`src/rtl/pwm_fault_pkg.sv`:
```
package pwm_fault_pkg;

    // Per-fault channel state
    typedef struct packed {
        logic prev;   // fault level seen at the last edge
        logic flag;   // latched event flag
        logic hold;   // this fault keeps its group disabled
    } chan_st_t;

    localparam chan_st_t CHAN_RST = '{prev: 1'b0, flag: 1'b0, hold: 1'b0};

endpackage

```
`src/rtl/pwm_fault_chan.sv`:
```
module pwm_fault_chan
    import pwm_fault_pkg::*;
#(
    parameter bit LEVEL_CHECK = 1'b0  // manual release also needs a low level
) (
    input  logic clk,
    input  logic rst_n,
    input  logic fault_i,
    input  logic cyc_start_i,
    input  logic manual_i,
    input  logic ack_i,
    output logic flag_o,
    output logic hold_o
);

    chan_st_t st_d, st_q;
    logic     rise_w;
    logic     rel_w;

    always_comb begin
        st_d      = st_q;
        rise_w    = fault_i & ~st_q.prev;
        st_d.prev = fault_i;

        // a new event wins over an acknowledge in the same clock
        st_d.flag = rise_w | (st_q.flag & ~ack_i);

        if (manual_i) begin
            if (LEVEL_CHECK) rel_w = cyc_start_i & ~st_q.flag & ~fault_i;
            else             rel_w = cyc_start_i & ~st_q.flag;
        end else begin
            rel_w = cyc_start_i & ~fault_i;
        end

        // a new event wins over a release in the same clock
        st_d.hold = rise_w | (st_q.hold & ~rel_w);
    end

    always_ff @(posedge clk or negedge rst_n) begin
        if (!rst_n) st_q <= CHAN_RST;
        else        st_q <= st_d;
    end

    assign flag_o = st_q.flag;
    assign hold_o = st_q.hold;

endmodule

```
`src/rtl/pwm_fault_grp.sv`:
```
module pwm_fault_grp #(
    parameter int NUM_FAULTS = 4,
    parameter int NUM_GROUPS = 2
) (
    input  logic [NUM_FAULTS-1:0] hold_i,
    output logic [NUM_GROUPS-1:0] grp_en_o
);

    // fault i guards group (i mod NUM_GROUPS)
    always_comb begin
        grp_en_o = '1;
        for (int i = 0; i < NUM_FAULTS; i++) begin
            if (hold_i[i]) grp_en_o[i % NUM_GROUPS] = 1'b0;
        end
    end

endmodule

```
`src/rtl/pwm_fault_irq.sv`:
```
module pwm_fault_irq #(
    parameter int NUM_FAULTS = 4
) (
    input  logic [NUM_FAULTS-1:0] flag_i,
    input  logic [NUM_FAULTS-1:0] en_i,
    output logic                  irq_o
);

    assign irq_o = |(flag_i & en_i);

endmodule

```
`src/rtl/pwm_fault_ctrl.sv`:
```
module pwm_fault_ctrl #(
    parameter int                   NUM_FAULTS       = 4,
    parameter int                   NUM_GROUPS       = 2,
    parameter logic [NUM_FAULTS-1:0] LEVEL_CHECK_MASK = 4'b1010
) (
    input  logic                  clk,
    input  logic                  rst_n,
    input  logic [NUM_FAULTS-1:0] fault_lvl_i,
    input  logic                  cyc_start_i,
    input  logic [NUM_FAULTS-1:0] manual_mode_i,
    input  logic [NUM_FAULTS-1:0] irq_en_i,
    input  logic [NUM_FAULTS-1:0] ack_wr_i,
    output logic [NUM_GROUPS-1:0] grp_en_o,
    output logic [NUM_FAULTS-1:0] flag_o,
    output logic                  irq_o
);

    logic [NUM_FAULTS-1:0] hold_w;

    for (genvar i = 0; i < NUM_FAULTS; i++) begin : g_chan
        pwm_fault_chan #(
            .LEVEL_CHECK (LEVEL_CHECK_MASK[i])
        ) u_chan (
            .clk         (clk),
            .rst_n       (rst_n),
            .fault_i     (fault_lvl_i[i]),
            .cyc_start_i (cyc_start_i),
            .manual_i    (manual_mode_i[i]),
            .ack_i       (ack_wr_i[i]),
            .flag_o      (flag_o[i]),
            .hold_o      (hold_w[i])
        );
    end

    pwm_fault_grp #(
        .NUM_FAULTS (NUM_FAULTS),
        .NUM_GROUPS (NUM_GROUPS)
    ) u_grp (
        .hold_i   (hold_w),
        .grp_en_o (grp_en_o)
    );

    pwm_fault_irq #(
        .NUM_FAULTS (NUM_FAULTS)
    ) u_irq (
        .flag_i (flag_o),
        .en_i   (irq_en_i),
        .irq_o  (irq_o)
    );

endmodule

```
`config.mk`:
```
export PLATFORM = sky130hd
export DESIGN_NAME = pwm_fault_ctrl
export DESIGN_NICKNAME = d
export VERILOG_FILES = /design/src/rtl/pwm_fault_pkg.sv /design/src/rtl/pwm_fault_chan.sv /design/src/rtl/pwm_fault_grp.sv /design/src/rtl/pwm_fault_irq.sv /design/src/rtl/pwm_fault_ctrl.sv
export SDC_FILE = /design/constraint.sdc
export NUM_CORES = 1
export LEC_CHECK = 0
export ABC_CLOCK_PERIOD_IN_PS = 900
export BUFFER_PORTS_ARGS = -buffer_cell sky130_fd_sc_hd__buf_4
export CAP_MARGIN = 5
export CORE_AREA = 8 8 45 47
export CTS_CLUSTER_SIZE = 24
export DETAILED_ROUTE_END_ITERATION = 8
export DIE_AREA = 0 0 53 55
export PLACE_DENSITY_LB_ADDON = 0.15
export SLEW_MARGIN = 20
export SYNTH_ARGS = -nofsm -noshare
export SYNTH_HDL_FRONTEND = slang
export SYNTH_HIERARCHICAL = 1
export SYNTH_SLANG_ARGS = --single-unit
```
`constraint.sdc`:
```
create_clock -name clk -period 0.9 [get_ports clk]
set_input_delay 0.135 -clock clk [delete_from_list [all_inputs] [get_ports clk]]
set_output_delay 0.135 -clock clk [all_outputs]
set_load 0.02 [all_outputs]
```
==> results of run 1 <==
==> power by group through the flow <==
stage	Clock (mW)	Combinational [mW]	Sequential, mW
after floorplan	0	0.105	0.650
after global placement	0	0.294	0.630
after detailed placement	0	0.298	0.633
after CTS	0.333	0.378	0.619
after global routing	0.350	0.443	0.628
final	0.320	0.409	0.623
==> metrics by stage <==
stage                     instances  utilization (%)  cell area, um2
after global placement           92             53.6             742
after floorplan                  47                -             504
after CTS                       104             63.2             875
after detailed placement         92             53.6             742
after global routing            106             66.3             917
final                           106             66.3             917
==> registers in the layout, indices dropped and copies added, names as in the netlist <==
| name | flops |
|---|---|
| g_chan.u_chan/hold_o | 4 |
| g_chan.u_chan/st_q | 4 |
| g_chan.u_chan/flag_o | 4 |
==> Yosys cell counts (all sizes together) <==
library cell  instances
a21boi                2
a22o                  2
a22oi                 2
dfrtp                12
inv                  10
nand2                 7
nand2b                2
nor2                  2
o211ai                2
o21ai                 4
o22ai                 2
==> critical path: stages (launching register included) <==
cell and delay, ns:
dfrtp_2 0.42, a22oi_2 0.17, nand2_2 0.07, buf_6 0.13
==> metal layers <==
layer | GRT usage, % | vias up | share of wire (%)
met5 | 0 | - | 0
met4 | 5.17 | 0 | 1.4
met3 | 4.81 | 2 | 11
met2 | 15.8 | 18 | 46
met1 | 10.9 | 216 | 42
li1 | - | 242 | -
==> area by class of cell <==
type	instances	area [um2]
Clock buffer	3	22.5
Fill cell	123	467
Inverter	10	37.5
Multi-Input combinational cell	25	173
Sequential cell	12	303
Tap cell	16	20.0
Timing Repair Buffer	40	362
==> worst paths after layout <==
kind                                          start                  endpoint  slack (ns)  cells after the start
max in group asynchronous                     rst_n   g_chan[0].u_chan/flag_o        0.50                      2
min in group asynchronous                     rst_n  g_chan[2].u_chan/st_q[2]        0.24                      2
min                                     ack_wr_i[3]   g_chan[3].u_chan/flag_o        0.03                      2
max                         g_chan[0].u_chan/flag_o                     irq_o       -0.30                      3
min reg2reg                g_chan[2].u_chan/st_q[2]   g_chan[2].u_chan/flag_o        0.47                      1
max reg2reg                 g_chan[0].u_chan/flag_o   g_chan[0].u_chan/hold_o       -0.04                      4
==> timing repair <==
item | CTS | global route
endpoints found under the setup margin | 7 | 9
setup buffers | 4 | 2
gates resized for setup | 8 | 9
pin swaps | 4 | 5
hold buffers | 5 | 0
hold endpoints to repair | 16 | 0
==> cells by family after synthesis <==
kind of cell    Yosys count  share of synthesized area, %
flops                    12                          61.4
compound gates           14                          21.5
buf+inv                  10                          7.67
simple gates             11                          9.46
==> key figures, run 1 <==
Run status
  • Status: finished, violations left
  • Failing checks: setup timing

Critical path
  • CP Launch Type: flip-flop
  • Endpoint class of the critical path: primary output
  • Crit-path max FO: 2
  • CP Class: reg -> out
  • Crit path DAT: about 1.1 ns
  • CP required: between 0.7 and 0.8 ns

STA
  • Measured slew at the worst slew-check pin: 0.165 ns
  • Fmax: roughly 840 MHz
  • RSZ-0062 raised after global routing: yes
  • Final setup fails: 10
  • Hold WS: about 0.034 ns
  • Setup WS post-layout: -0.296 ns
  • Fin Setup TNS: -1.52 ns
  • Fin crit share: 133%
  • Max-Slew Margin vs Limit: 88.9%
  • Slew Limit Fails: 0
  • Endpoints failing hold: 0
  • Final min period: about 1.2 ns
  • Skew final: about 0.0011 ns

Floorplan
  • # rows: 14
  • DIE WIDTH: 53 um
  • Core Area: between 1000 and 1500 um2
  • Io pins: 26
  • Die Area: 2920 um2
  • Chip height: ~55 um
  • Starting Density: a little over a third

Routing
  • DR vias/cell: 4.51
  • Per-cell routed wire length: 12.7 um
  • Via count: approximately 480
  • WL final: around 1300 um
  • Antenna Violating Nets Remaining: 0
  • DR iter-0 viols: 4
  • First-pass iteration count of the detailed router: 3
  • # DRC: 0

Finish
  • Most frequent cells in the layout: buf_4 (22), buf_6 (13), dfrtp_1 (10)
  • Ant diodes: 0
  • Most common cell after layout, fill and taps aside: buf_4
  • # nets final: between 100 and 150
  • Layout cells sized above 1: a little over half
  • Area Growth Syn to Fin: 87.5%

GRT
  • GRT Total Usage: about a tenth
  • Initial antenna violation count: 0
  • Global-route wire length before repair: approximately 2100 um
  • Pin count of the biggest net entering global routing: 13
  • GRT overflow: 0
  • Vias in the first global route: ~500

Placement
  • IO Port Bufs: 25
  • Place WS: -0.0516 ns
  • Gpl congestion: 0.672
  • Hpwl dp: ~1000 um

Synth
  • Syn_nets: 66
  • Yosys Warn Count: 6
  • Sequential share of the synthesized area: roughly three fifths
  • Yosys reg bits: 12
  • Yosys top cell by area: dfrtp_1
  • Synthesized area per cell: ~10 um2
  • Top cells by area, synth: dfrtp_1 (61%), inv_1 (7.7%), nand2_1 (5.4%)
  • Synth Cell Area: 489 um2
  • Area fraction of the dominant cell type after synthesis: between 60 and 70%
  • Library cells used by synthesis: 12
  • Gate Count Post-Synth: 47

Power and ir drop
  • Power per cell area: ~1500 nW/um2
  • Reg power frac: between 40% and 50%
  • Switching share of power: a little over a quarter
  • Worst VDD drop: ~0.0010 V
  • Total net switching power: 364 uW
  • Combinational power share: 30.3%
  • Total Power: ~1.4 mW
  • Clock power share: between 20% and 30%
  • Leak: 0.473 nW
  • Int Power: about 990 uW

CTS
  • Clock sinks: 12
  • Reg clk slew, reported paths: ~0.07 ns
  • # H-tree levels: 1
  • TritonCTS buffer count: 3
  • TritonCTS clock tree: done
  • Clock latency at the later pin of the worst-skew pair: 0.27 ns
  • CTS max path bufs: 2
  • CTS root buffer: clkbuf_4

Worst hold path
  • HP Class: in -> reg

Job
  • MaxCap Viol Count: 0
Note: power is estimated with default switching activity, not from simulation.
==> inputs of run 2 (changes only) <==
Settings changed: CTS_CLUSTER_SIZE 24 to 12, HOLD_SLACK_MARGIN set to 0.12.
==> run 2 against run 1 <==
The flow still finishes with violations (setup timing). Critical path depth is the same. Wire length grew 1.7%. Critical path type unchanged. Global-route usage grew 0.17 points. First-iteration DRC count is the same. Die area is the same.
==> key figures, run 2 (synthesis gave the netlist of run 1 again) <==
Run status
  • Status: finished, violations left
  • Failing checks: setup timing

Finish
  • Area Growth Syn to Fin: 95.7%
  • Ant diodes: 0 (unchanged)
  • # nets final: 115 (+3.6%)
  • Final Instance Area: 957 um2 (+4.4%)
  • Layout cells sized above 1: 52.1% (-2.3 points)
  • Most frequent cells in the layout: buf_4 (22), buf_6 (13), dfrtp_1 (10)
  • Most common cell after layout, fill and taps aside: buf_4

Floorplan
  • Chip height: 55 um (unchanged)
  • Starting Density: 35.4% (unchanged)
  • Io pins: 26 (unchanged)
  • Core Area: 1380 um2 (unchanged)
  • Die Area: 2920 um2 (unchanged)
  • # rows: 14 (unchanged)
  • DIE WIDTH: 53 um (unchanged)

Job
  • MaxCap Viol Count: 0 (unchanged)

STA
  • Setup WS post-layout: -0.296 ns (-0.00000100 ns)
  • Slew Limit Fails: 0 (unchanged)
  • Measured slew at the worst slew-check pin: 0.165 ns (-0.000000715 ns)
  • Final setup fails: 10 (unchanged)
  • Fin Setup TNS: -1.52 ns (-0.00137 ns)
  • Fmax: 836 MHz (unchanged)
  • Max-Slew Margin vs Limit: 88.9% (unchanged)
  • Hold WS: 0.170 ns (+0.136 ns)
  • Skew final: 0.00114 ns (+0.0000434 ns)
  • Fin crit share: 133% (about the same)
  • Final min period: 1.20 ns (+0.00000100 ns)
  • Endpoints failing hold: 0 (unchanged)
  • RSZ-0062 raised after global routing: yes

Critical path
  • Endpoint class of the critical path: primary output
  • Crit path DAT: 1.06 ns (about the same)
  • CP Class: reg -> out
  • CP Launch Type: flip-flop
  • Crit-path max FO: 2 (unchanged)
  • CP required: 0.76 ns (about the same)

CTS
  • Reg clk slew, reported paths: 0.07 ns (about the same)
  • TritonCTS buffer count: 3 (unchanged)
  • TritonCTS clock tree: done
  • CTS max path bufs: 2 (unchanged)
  • Clock latency at the later pin of the worst-skew pair: 0.27 ns (about the same)
  • # H-tree levels: 1 (unchanged)
  • CTS root buffer: clkbuf_4
  • Clock sinks: 12 (unchanged)

Routing
  • Via count: 490 (+2.5%)
  • First-pass iteration count of the detailed router: 3 (unchanged)
  • DR vias/cell: 4.45 (-1.2%)
  • Per-cell routed wire length: 12.5 um (-2.0%)
  • DR iter-0 viols: 4 (unchanged)
  • # DRC: 0 (unchanged)
  • Antenna Violating Nets Remaining: 0 (unchanged)
  • WL final: 1370 um (+1.7%)

Power and ir drop
  • Combinational power share: 31.0% (+0.7 points)
  • Reg power frac: 45.6% (-0.5 points)
  • Clock power share: 23.4% (-0.3 points)
  • Worst VDD drop: 0.00105 V (about the same)
  • Total net switching power: 367 uW (+0.72%)
  • Int Power: 1000 uW (+1.1%)
  • Power per cell area: 1430 nW/um2 (-3.2%)
  • Switching share of power: 26.8% (-0.082 points)
  • Leak: 0.489 nW (+3.5%)

Placement
  • Gpl congestion: 0.672 (unchanged)
  • Placed cell area: 742 um2 (unchanged)
  • Hpwl dp: 1040 um (unchanged)
  • IO Port Bufs: 25 (unchanged)
  • Place WS: -0.0516 ns (unchanged)

GRT
  • Pin count of the biggest net entering global routing: 13 (unchanged)
  • Vias in the first global route: 519 (+1.6%)
  • GRT overflow: 0 (unchanged)
  • Initial antenna violation count: 0 (unchanged)
  • Global-route wire length before repair: 2190 um (+2.3%)
  • GRT Total Usage: 10.1% (+0.17 points)

Worst hold path
  • HP Class: in -> reg
## run 2: routing by layer
| layer | vias to the layer above | GRT usage (%) | routed length, um |
|---|---|---|---|
| li1 | 250 | - | - |
| met1 | 220 | 11.2 | 578 |
| met2 | 18 | 15.8 | 631 |
| met3 | 2 | 5.08 | 140 |
| met4 | 0 | 5.17 | 19 |
| met5 | - | 0 | 0 |
## run 2: metrics by stage
step | instances | utilization, % | total power [mW]
3_5_place_dp | 92 | 53.6 | 0.931
6_report | 110 | 69.2 | 1.37
4_1_cts | 108 | 66.1 | 1.34
2_1_floorplan | 47 | - | 0.755
3_3_place_gp | 92 | 53.6 | 0.924
5_1_grt | 110 | 69.2 | 1.44
## run 2: power by group through the flow
stage	Sequential, mW	Combinational (mW)	Clock, mW
floorplan	0.650	0.105	0
global placement	0.630	0.294	0
detailed placement	0.633	0.298	0
CTS	0.619	0.391	0.333
global route	0.628	0.458	0.350
finish	0.623	0.423	0.320
## run 2: path summary, 6_finish.rpt
path | startpoint | endpoint | slack, ns | depth (start not counted)
max | g_chan[0].u_chan/flag_o | irq_o | -0.30 | 3
min | manual_mode_i[1] | g_chan[1].u_chan/hold_o | 0.17 | 3
max reg2reg | g_chan[0].u_chan/flag_o | g_chan[0].u_chan/hold_o | -0.04 | 4
min reg2reg | g_chan[2].u_chan/st_q[2] | g_chan[2].u_chan/flag_o | 0.47 | 1
max in group asynchronous | rst_n | g_chan[0].u_chan/flag_o | 0.50 | 2
min in group asynchronous | rst_n | g_chan[2].u_chan/st_q[2] | 0.24 | 2
## run 2: final cells by class
type | instances | area [um2]
Clock buffer | 3 | 22.5
Fill cell | 117 | 427
Inverter | 10 | 37.5
Multi-Input combinational cell | 25 | 173
Sequential cell | 12 | 303
Tap cell | 16 | 20.0
Timing Repair Buffer | 44 | 402
## run 2: worst max-delay path, cell delays in order, from the launching register on
cell and delay [ns]:
dfrtp_2 0.42, a22oi_2 0.17, nand2_2 0.07, buf_6 0.13
## run 2: repair_timing
item	in CTS	in global routing
endpoints found under the hold margin	23	0
endpoints found under the setup margin	7	9
setup buffers	4	2
resized for setup	8	9
hold buffers	9	0
pin swaps	4	5
